<file path="config.mk">
export PLATFORM = sky130hd
export DESIGN_NAME = pci_post_wr_tgt
export DESIGN_NICKNAME = d
export VERILOG_FILES = /design/src/rtl/pwt_pkg.sv /design/src/rtl/pwt_fifo.sv /design/src/rtl/pwt_tgt_fsm.sv /design/src/rtl/pwt_drain.sv /design/src/rtl/pci_post_wr_tgt.sv
export SDC_FILE = /design/constraint.sdc
export NUM_CORES = 1
export LEC_CHECK = 0
export BUFFER_PORTS_ARGS = -buffer_cell sky130_fd_sc_hd__clkbuf_2
export CAP_MARGIN = 20
export CORE_MARGIN = 2
export CORE_UTILIZATION = 37
export CTS_CLUSTER_DIAMETER = 80
export DETAILED_ROUTE_END_ITERATION = 7
export SLEW_MARGIN = 20
export SYNTH_ARGS = -nofsm -noshare
export SYNTH_HDL_FRONTEND = slang
export SYNTH_SLANG_ARGS = --single-unit
export TNS_END_PERCENT = 1
</file>
<file path="constraint.sdc">
create_clock -name clk -period 10.1 [get_ports clk]
set_input_delay 1.515 -clock clk [delete_from_list [all_inputs] [get_ports clk]]
set_output_delay 1.515 -clock clk [all_outputs]
set_load 0.05 [all_outputs]
</file>
<file path="src/rtl/pwt_pkg.sv">
package pwt_pkg;

    localparam int ADDR_W = 32;
    localparam int DATA_W = 32;
    localparam int BE_W   = 4;
    localparam int WORD_W = ADDR_W - 2;

    localparam logic [3:0] CMD_MEM_WRITE = 4'b0111;

    typedef enum logic [2:0] {
        ST_IDLE,
        ST_DECODE,
        ST_XFER,
        ST_RETRY,
        ST_DISC,
        ST_IGNORE
    } tgt_state_e;

    // one entry per data phase
    typedef struct packed {
        logic [DATA_W-1:0] data;
        logic [BE_W-1:0]   be;
        logic              last;
    } dat_ent_t;

    // one entry per burst
    typedef struct packed {
        logic [WORD_W-1:0] word_addr;
    } adr_ent_t;

    function automatic logic win_hit(input logic [ADDR_W-1:0] addr,
                                     input logic [ADDR_W-1:0] base,
                                     input logic [ADDR_W-1:0] mask);
        return (addr & mask) == base;
    endfunction

endpackage

</file>
<file path="src/rtl/pwt_fifo.sv">
module pwt_fifo #(
    parameter int WIDTH = 8,
    parameter int DEPTH = 4,
    localparam int PTR_W = (DEPTH > 1) ? $clog2(DEPTH) : 1,
    localparam int CNT_W = $clog2(DEPTH + 1)
) (
    input  logic             clk,
    input  logic             rst,
    input  logic             push,
    input  logic [WIDTH-1:0] wdata,
    input  logic             pop,
    output logic [WIDTH-1:0] rdata,
    output logic [CNT_W-1:0] level
);

    logic [WIDTH-1:0] mem [DEPTH];
    logic [PTR_W-1:0] wr_ptr, rd_ptr;
    logic [CNT_W-1:0] cnt_q;
    logic             do_push, do_pop;

    assign do_push = push && (cnt_q != CNT_W'(DEPTH));
    assign do_pop  = pop  && (cnt_q != '0);
    assign rdata   = mem[rd_ptr];
    assign level   = cnt_q;

    function automatic logic [PTR_W-1:0] bump(input logic [PTR_W-1:0] p);
        return (p == PTR_W'(DEPTH - 1)) ? '0 : p + 1'b1;
    endfunction

    always_ff @(posedge clk) begin
        if (rst) begin
            wr_ptr <= '0;
            rd_ptr <= '0;
            cnt_q  <= '0;
        end else begin
            if (do_push) wr_ptr <= bump(wr_ptr);
            if (do_pop)  rd_ptr <= bump(rd_ptr);
            case ({do_push, do_pop})
                2'b10:   cnt_q <= cnt_q + 1'b1;
                2'b01:   cnt_q <= cnt_q - 1'b1;
                default: cnt_q <= cnt_q;
            endcase
        end
    end

    always_ff @(posedge clk) begin
        if (do_push) mem[wr_ptr] <= wdata;
    end

endmodule

</file>
<file path="src/rtl/pwt_tgt_fsm.sv">
module pwt_tgt_fsm
    import pwt_pkg::*;
#(
    parameter logic [ADDR_W-1:0] WIN_BASE = 32'h1000_0000,
    parameter logic [ADDR_W-1:0] WIN_MASK = 32'hF000_0000
) (
    input  logic              clk,
    input  logic              rst,
    input  logic              frame_n,
    input  logic              irdy_n,
    input  logic [ADDR_W-1:0] ad,
    input  logic [3:0]        cbe_n,
    input  logic              afifo_full,
    input  logic              dfifo_full,
    input  logic              dfifo_one_left,
    input  logic              dfifo_pop,
    output logic              devsel_n,
    output logic              trdy_n,
    output logic              stop_n,
    output logic              a_push,
    output adr_ent_t          a_wdata,
    output logic              d_push,
    output dat_ent_t          d_wdata
);

    tgt_state_e        state_q, state_nx;
    logic              frame_q;
    logic [WORD_W-1:0] addr_q;
    logic              d_last;
    logic              start;

    assign start = !frame_n && frame_q;

    always_comb begin
        state_nx = state_q;
        a_push   = 1'b0;
        d_push   = 1'b0;
        d_last   = 1'b0;
        case (state_q)
            ST_IDLE: begin
                if (start) begin
                    if (cbe_n == CMD_MEM_WRITE && win_hit(ad, WIN_BASE, WIN_MASK))
                        state_nx = ST_DECODE;
                    else
                        state_nx = ST_IGNORE;
                end
            end
            ST_DECODE: begin
                if (afifo_full || dfifo_full) begin
                    state_nx = ST_RETRY;
                end else begin
                    state_nx = ST_XFER;
                    a_push   = 1'b1;
                end
            end
            ST_XFER: begin
                if (!irdy_n) begin
                    d_push = 1'b1;
                    if (frame_n) begin
                        d_last   = 1'b1;
                        state_nx = ST_IDLE;
                    end else if (dfifo_one_left && !dfifo_pop) begin
                        d_last   = 1'b1;
                        state_nx = ST_DISC;
                    end
                end
            end
            ST_RETRY, ST_DISC: begin
                if (frame_n) state_nx = ST_IDLE;
            end
            ST_IGNORE: begin
                if (frame_n && irdy_n) state_nx = ST_IDLE;
            end
            default: state_nx = ST_IDLE;
        endcase
    end

    always_ff @(posedge clk) begin
        if (rst) begin
            state_q <= ST_IDLE;
            frame_q <= 1'b1;
            addr_q  <= '0;
        end else begin
            state_q <= state_nx;
            frame_q <= frame_n;
            if (state_q == ST_IDLE && start) addr_q <= ad[ADDR_W-1:2];
        end
    end

    assign devsel_n = !(state_q == ST_XFER || state_q == ST_RETRY || state_q == ST_DISC);
    assign trdy_n   = !(state_q == ST_XFER);
    assign stop_n   = !(state_q == ST_RETRY || state_q == ST_DISC);

    assign a_wdata.word_addr = addr_q;
    assign d_wdata.data      = ad;
    assign d_wdata.be        = ~cbe_n;
    assign d_wdata.last      = d_last;

endmodule

</file>
<file path="src/rtl/pwt_drain.sv">
module pwt_drain
    import pwt_pkg::*;
#(
    parameter int SYNC_STAGES = 3
) (
    input  logic              clk,
    input  logic              rst,
    input  logic              d_empty,
    input  adr_ent_t          a_head,
    input  dat_ent_t          d_head,
    input  logic              mem_gnt,
    input  logic              mem_accept,
    output logic              mem_req,
    output logic              mem_valid,
    output logic [ADDR_W-1:0] mem_addr,
    output logic [DATA_W-1:0] mem_data,
    output logic [BE_W-1:0]   mem_be,
    output logic              d_pop,
    output logic              a_pop
);

    logic [SYNC_STAGES-1:0] sync_q;
    logic                   held_q;
    logic                   granted_q;
    logic [WORD_W-1:0]      offset_q;

    // models the synchronizer latency of "data present"
    generate
        if (SYNC_STAGES == 1) begin : g_sync1
            always_ff @(posedge clk) begin
                if (rst) sync_q <= '0;
                else     sync_q <= !d_empty;
            end
        end else begin : g_syncn
            always_ff @(posedge clk) begin
                if (rst) sync_q <= '0;
                else     sync_q <= {sync_q[SYNC_STAGES-2:0], !d_empty};
            end
        end
    endgenerate

    assign mem_req   = !d_empty && (sync_q[SYNC_STAGES-1] || held_q);
    assign mem_valid = granted_q && !d_empty;
    assign d_pop     = mem_valid && mem_accept;
    assign a_pop     = d_pop && d_head.last;
    assign mem_addr  = {a_head.word_addr + offset_q, 2'b00};
    assign mem_data  = d_head.data;
    assign mem_be    = d_head.be;

    always_ff @(posedge clk) begin
        if (rst) begin
            held_q    <= 1'b0;
            granted_q <= 1'b0;
            offset_q  <= '0;
        end else begin
            held_q <= mem_req;
            if (d_empty)                granted_q <= 1'b0;
            else if (mem_req && mem_gnt) granted_q <= 1'b1;
            if (d_pop) offset_q <= d_head.last ? '0 : offset_q + 1'b1;
        end
    end

endmodule

</file>
<file path="src/rtl/pci_post_wr_tgt.sv">
module pci_post_wr_tgt
    import pwt_pkg::*;
#(
    parameter int                A_DEPTH     = 4,
    parameter int                D_DEPTH     = 8,
    parameter int                SYNC_STAGES = 3,
    parameter logic [ADDR_W-1:0] WIN_BASE    = 32'h1000_0000,
    parameter logic [ADDR_W-1:0] WIN_MASK    = 32'hF000_0000
) (
    input  logic              clk,
    input  logic              rst,
    input  logic              frame_n,
    input  logic              irdy_n,
    input  logic [ADDR_W-1:0] ad,
    input  logic [3:0]        cbe_n,
    output logic              devsel_n,
    output logic              trdy_n,
    output logic              stop_n,
    output logic              mem_req,
    input  logic              mem_gnt,
    output logic              mem_valid,
    input  logic              mem_accept,
    output logic [ADDR_W-1:0] mem_addr,
    output logic [DATA_W-1:0] mem_data,
    output logic [BE_W-1:0]   mem_be
);

    localparam int A_CNT_W = $clog2(A_DEPTH + 1);
    localparam int D_CNT_W = $clog2(D_DEPTH + 1);

    adr_ent_t           a_wdata, a_rdata;
    dat_ent_t           d_wdata, d_rdata;
    logic               a_push, a_pop, d_push, d_pop;
    logic [A_CNT_W-1:0] a_level;
    logic [D_CNT_W-1:0] d_level;

    pwt_tgt_fsm #(
        .WIN_BASE (WIN_BASE),
        .WIN_MASK (WIN_MASK)
    ) u_fsm (
        .clk            (clk),
        .rst            (rst),
        .frame_n        (frame_n),
        .irdy_n         (irdy_n),
        .ad             (ad),
        .cbe_n          (cbe_n),
        .afifo_full     (a_level == A_CNT_W'(A_DEPTH)),
        .dfifo_full     (d_level == D_CNT_W'(D_DEPTH)),
        .dfifo_one_left (d_level == D_CNT_W'(D_DEPTH - 1)),
        .dfifo_pop      (d_pop),
        .devsel_n       (devsel_n),
        .trdy_n         (trdy_n),
        .stop_n         (stop_n),
        .a_push         (a_push),
        .a_wdata        (a_wdata),
        .d_push         (d_push),
        .d_wdata        (d_wdata)
    );

    pwt_fifo #(.WIDTH($bits(adr_ent_t)), .DEPTH(A_DEPTH)) u_afifo (
        .clk   (clk),
        .rst   (rst),
        .push  (a_push),
        .wdata (a_wdata),
        .pop   (a_pop),
        .rdata (a_rdata),
        .level (a_level)
    );

    pwt_fifo #(.WIDTH($bits(dat_ent_t)), .DEPTH(D_DEPTH)) u_dfifo (
        .clk   (clk),
        .rst   (rst),
        .push  (d_push),
        .wdata (d_wdata),
        .pop   (d_pop),
        .rdata (d_rdata),
        .level (d_level)
    );

    pwt_drain #(.SYNC_STAGES(SYNC_STAGES)) u_drain (
        .clk        (clk),
        .rst        (rst),
        .d_empty    (d_level == '0),
        .a_head     (a_rdata),
        .d_head     (d_rdata),
        .mem_gnt    (mem_gnt),
        .mem_accept (mem_accept),
        .mem_req    (mem_req),
        .mem_valid  (mem_valid),
        .mem_addr   (mem_addr),
        .mem_data   (mem_data),
        .mem_be     (mem_be),
        .d_pop      (d_pop),
        .a_pop      (a_pop)
    );

endmodule

</file>
==> results.sh <==
export IMPL_run_status="completed"
export IMPL_finalClockSkew_ns=0.03465
export IMPL_clkSinkCount=507
export IMPL_whs_ns=0.4328
export IMPL_crit_arrival_ns=4.65
export IMPL_period_share_pct=60.99
export IMPL_path_max_fanout=30
export IMPL_dr_pass1_iters=5
export IMPL_ys_types=63
export IMPL_start_kind="register"
export IMPL_cts_resized=0
export IMPL_p_per_area_nw_per_um2=210.6
export IMPL_synth_edf_count=416
export IMPL_utilization_pct=43.61
export IMPL_slew_headroom_pct=34.14
export IMPL_die_w_um=241.2
export IMPL_synthFlopType="edfxtp_1"
export IMPL_route_detailed_drc=0
export IMPL_syn_to_final_growth_pct=15.92
export IMPL_cp_end_kind="output pin"
export IMPL_diodes=0
export IMPL_crit_family="compound AO/OA/AOI/OAI gates"
export IMPL_cts_setup_buffers=0
export IMPL_clk_pin_slew_ns=0.06
export IMPL_start_util_pct=37.62
export IMPL_die_height_um=241.2
export IMPL_required_ns=8.59
export IMPL_ys_seq_area_share_pct=68.79
export IMPL_grt_usage_pct=15.44
export IMPL_synth_async_reset_ratio_pct=0
export IMPL_power_leakage_uw=0.008171
export IMPL_clockRootBuffer="clkbuf_16"
export IMPL_synth_ff_latch_count=507
export IMPL_synth_area_um2=20810
export IMPL_vdd_ir_drop_max_mv=0.1236
export IMPL_drt_iter0_drc=791
export IMPL_cp_num_buf_inv=2
export IMPL_fin_crit_ns=6.160
export IMPL_routed_wl_um=44180
export IMPL_layout_common_cells="416 x edfxtp_1, 112 x clkbuf_2, 108 x nand2_1, 104 x mux4_2, 88 x a21oi_1"
export IMPL_worstPathCellList="buf_4 -> mux4_2 -> ha_1 -> fa_1 -> a211oi_2 -> o21ai_2 -> o21ai_1 -> nand2_1 -> a211oi_1 -> o21ai_0 -> xor2_1 -> clkbuf_2"
export IMPL_vias=11170
export IMPL_hold_path_class="reg -> reg"
export IMPL_die_area_um2=58150
export IMPL_crit_type="reg -> out"
export IMPL_nNetsFinal=1496
export IMPL_layout_drive_gt1_share_pct=26.29
export IMPL_finalMaxSlewViolations=0
export IMPL_syn_inst=1276
export IMPL_dp_cells=2101
export IMPL_drv_cap=0
export IMPL_slowest_stage="mux4_2"
export IMPL_worstMarginPinSlew_ns=0.9804
export IMPL_core_area_um2=55310
export IMPL_rsz0062_at_grt="false"
export IMPL_portBuffers=112
export IMPL_avgRoutedWirePerCell_um=20.07
export IMPL_clk_latency_ns=0.61
export IMPL_final_area_um2=24120
export IMPL_rows=86
export IMPL_ioPinCount=115
export IMPL_dpl_instance_area_um2=22260
export IMPL_grt_start_max_net_pins=62
export IMPL_ys_warn_count=0
export IMPL_overflow=0
export IMPL_clk_path_buf_depth=3
export IMPL_place_congestion=0.7938
export IMPL_place_hpwl_um=26550
export IMPL_cts_hold_buf=0
export IMPL_via_per_inst=5.075
export IMPL_maxClockFrequency_ghz=0.1623
export IMPL_hold_violations=0
export IMPL_antenna_left=0
export IMPL_synth_area_per_cell_um2=16.31
export IMPL_fin_setup_tns_ns=0
export IMPL_grt_pass1_wl_um=67700
export IMPL_final_common_cell="edfxtp_1"
export IMPL_stdcell_count=2201
export IMPL_cts_made_buffers=53
export IMPL_worst_path_largest_cell_delay_ns=0.58
export IMPL_cts_max_level=2
export IMPL_grt_pass1_vias=11450
export IMPL_tritoncts="yes"
export IMPL_finalSetupViolCount=0
export IMPL_antenna_found_initial=1
[sequential cells by signal, summed over array words and instances (netlist names), named ones only]
name and flops:
u_dfifo.wr_ptr 3, u_afifo.rd_ptr 2, u_drain.sync_q 3, u_fsm.a_wdata 30, u_afifo.wr_ptr 2, u_afifo.mem 120, u_fsm.frame_q 1, u_dfifo.mem 296
u_drain.granted_q 1, u_dfifo.rd_ptr 3, u_fsm.state_q 3, u_dfifo.level 4, u_drain.offset_q 30, u_afifo.level 3, u_drain.held_q 1
[routing by layer]
| metal | track usage [%] | up-vias | wire length [µm] |
|---|---|---|---|
| li1 | - | 5226 | - |
| met1 | 21.67 | 5676 | 20700 |
| met2 | 24.91 | 209 | 20810 |
| met3 | 2.413 | 58 | 1785 |
| met4 | 4.583 | 2 | 872 |
| met5 | 0 | - | 13 |
[cell usage after synthesis (all sizes together) (23+ instances only)]
cell type  instances  area (µm²)
ha                43       538.0
buf               26       143.9
clkbuf            27       101.4
mux4             104        2342
nor2              74       285.3
a21oi             88       440.4
dfxtp             91        1822
o21ai             23       118.9
mux2              36       405.4
inv               26       97.59
xor2              33       289.0
nand2            109       409.1
nor3              23       115.1
edfxtp           416       12490
[power breakdown]
part	internal (µW)	switching, µW	leakage (µW)
Combinational	177	443	0.00275
Sequential	2370	57.6	0.00451
Clock	1220	813	0.000903
Total	3770	1310	0.00817
[worst paths after layout]
kind | slack (ns) | from | endpoint | depth (start not counted)
setup / recovery | 3.94 | register | mem_addr[24] | 12
setup reg to reg | 6.67 | u_dfifo.level[3] | u_dfifo.level[3] | 11
hold / removal | 0.43 | u_drain.sync_q[1] | u_drain.sync_q[2] | 1
hold reg to reg | 0.43 | u_drain.sync_q[1] | u_drain.sync_q[2] | 1
[through the flow]
| step | setup WS, ns | power [µW] |
|---|---|---|
| 2_1_floorplan | 4.092 | 2905 |
| 3_3_place_gp | 4.543 | 3087 |
| 3_5_place_dp | 4.502 | 3101 |
| 4_1_cts | 3.861 | 5140 |
| 5_1_grt | 3.661 | 5273 |
| 6_report | 3.940 | 5081 |
[cell families (layout without fill, tap and decap cells)]
logic type | Yosys count | in the layout | synth area share, %
AND/OR/NAND/NOR | 277 | 277 | 6.127
XOR/XNOR | 54 | 54 | 2.273
buffers and inverters | 80 | 256 | 1.666
multiplexers | 146 | 146 | 13.49
AO/OA/AOI/OAI | 165 | 165 | 4.762
other | 1 | 2 | 0.01802
adder cells (fa/ha/maj) | 46 | 46 | 2.874
flip-flops | 507 | 507 | 68.79
[final cells by class]
class | instances | area (µm²)
clock buffers | 66 | 1426
flip-flops and latches | 507 | 14320
multi-input cells | 690 | 6215
fillers | 4936 | 31190
well taps | 748 | 935.9
clock inverters | 34 | 431.7
inverters | 27 | 101.3
repair buffers | 129 | 688.2
Note: power is estimated with default switching activity, not from simulation.
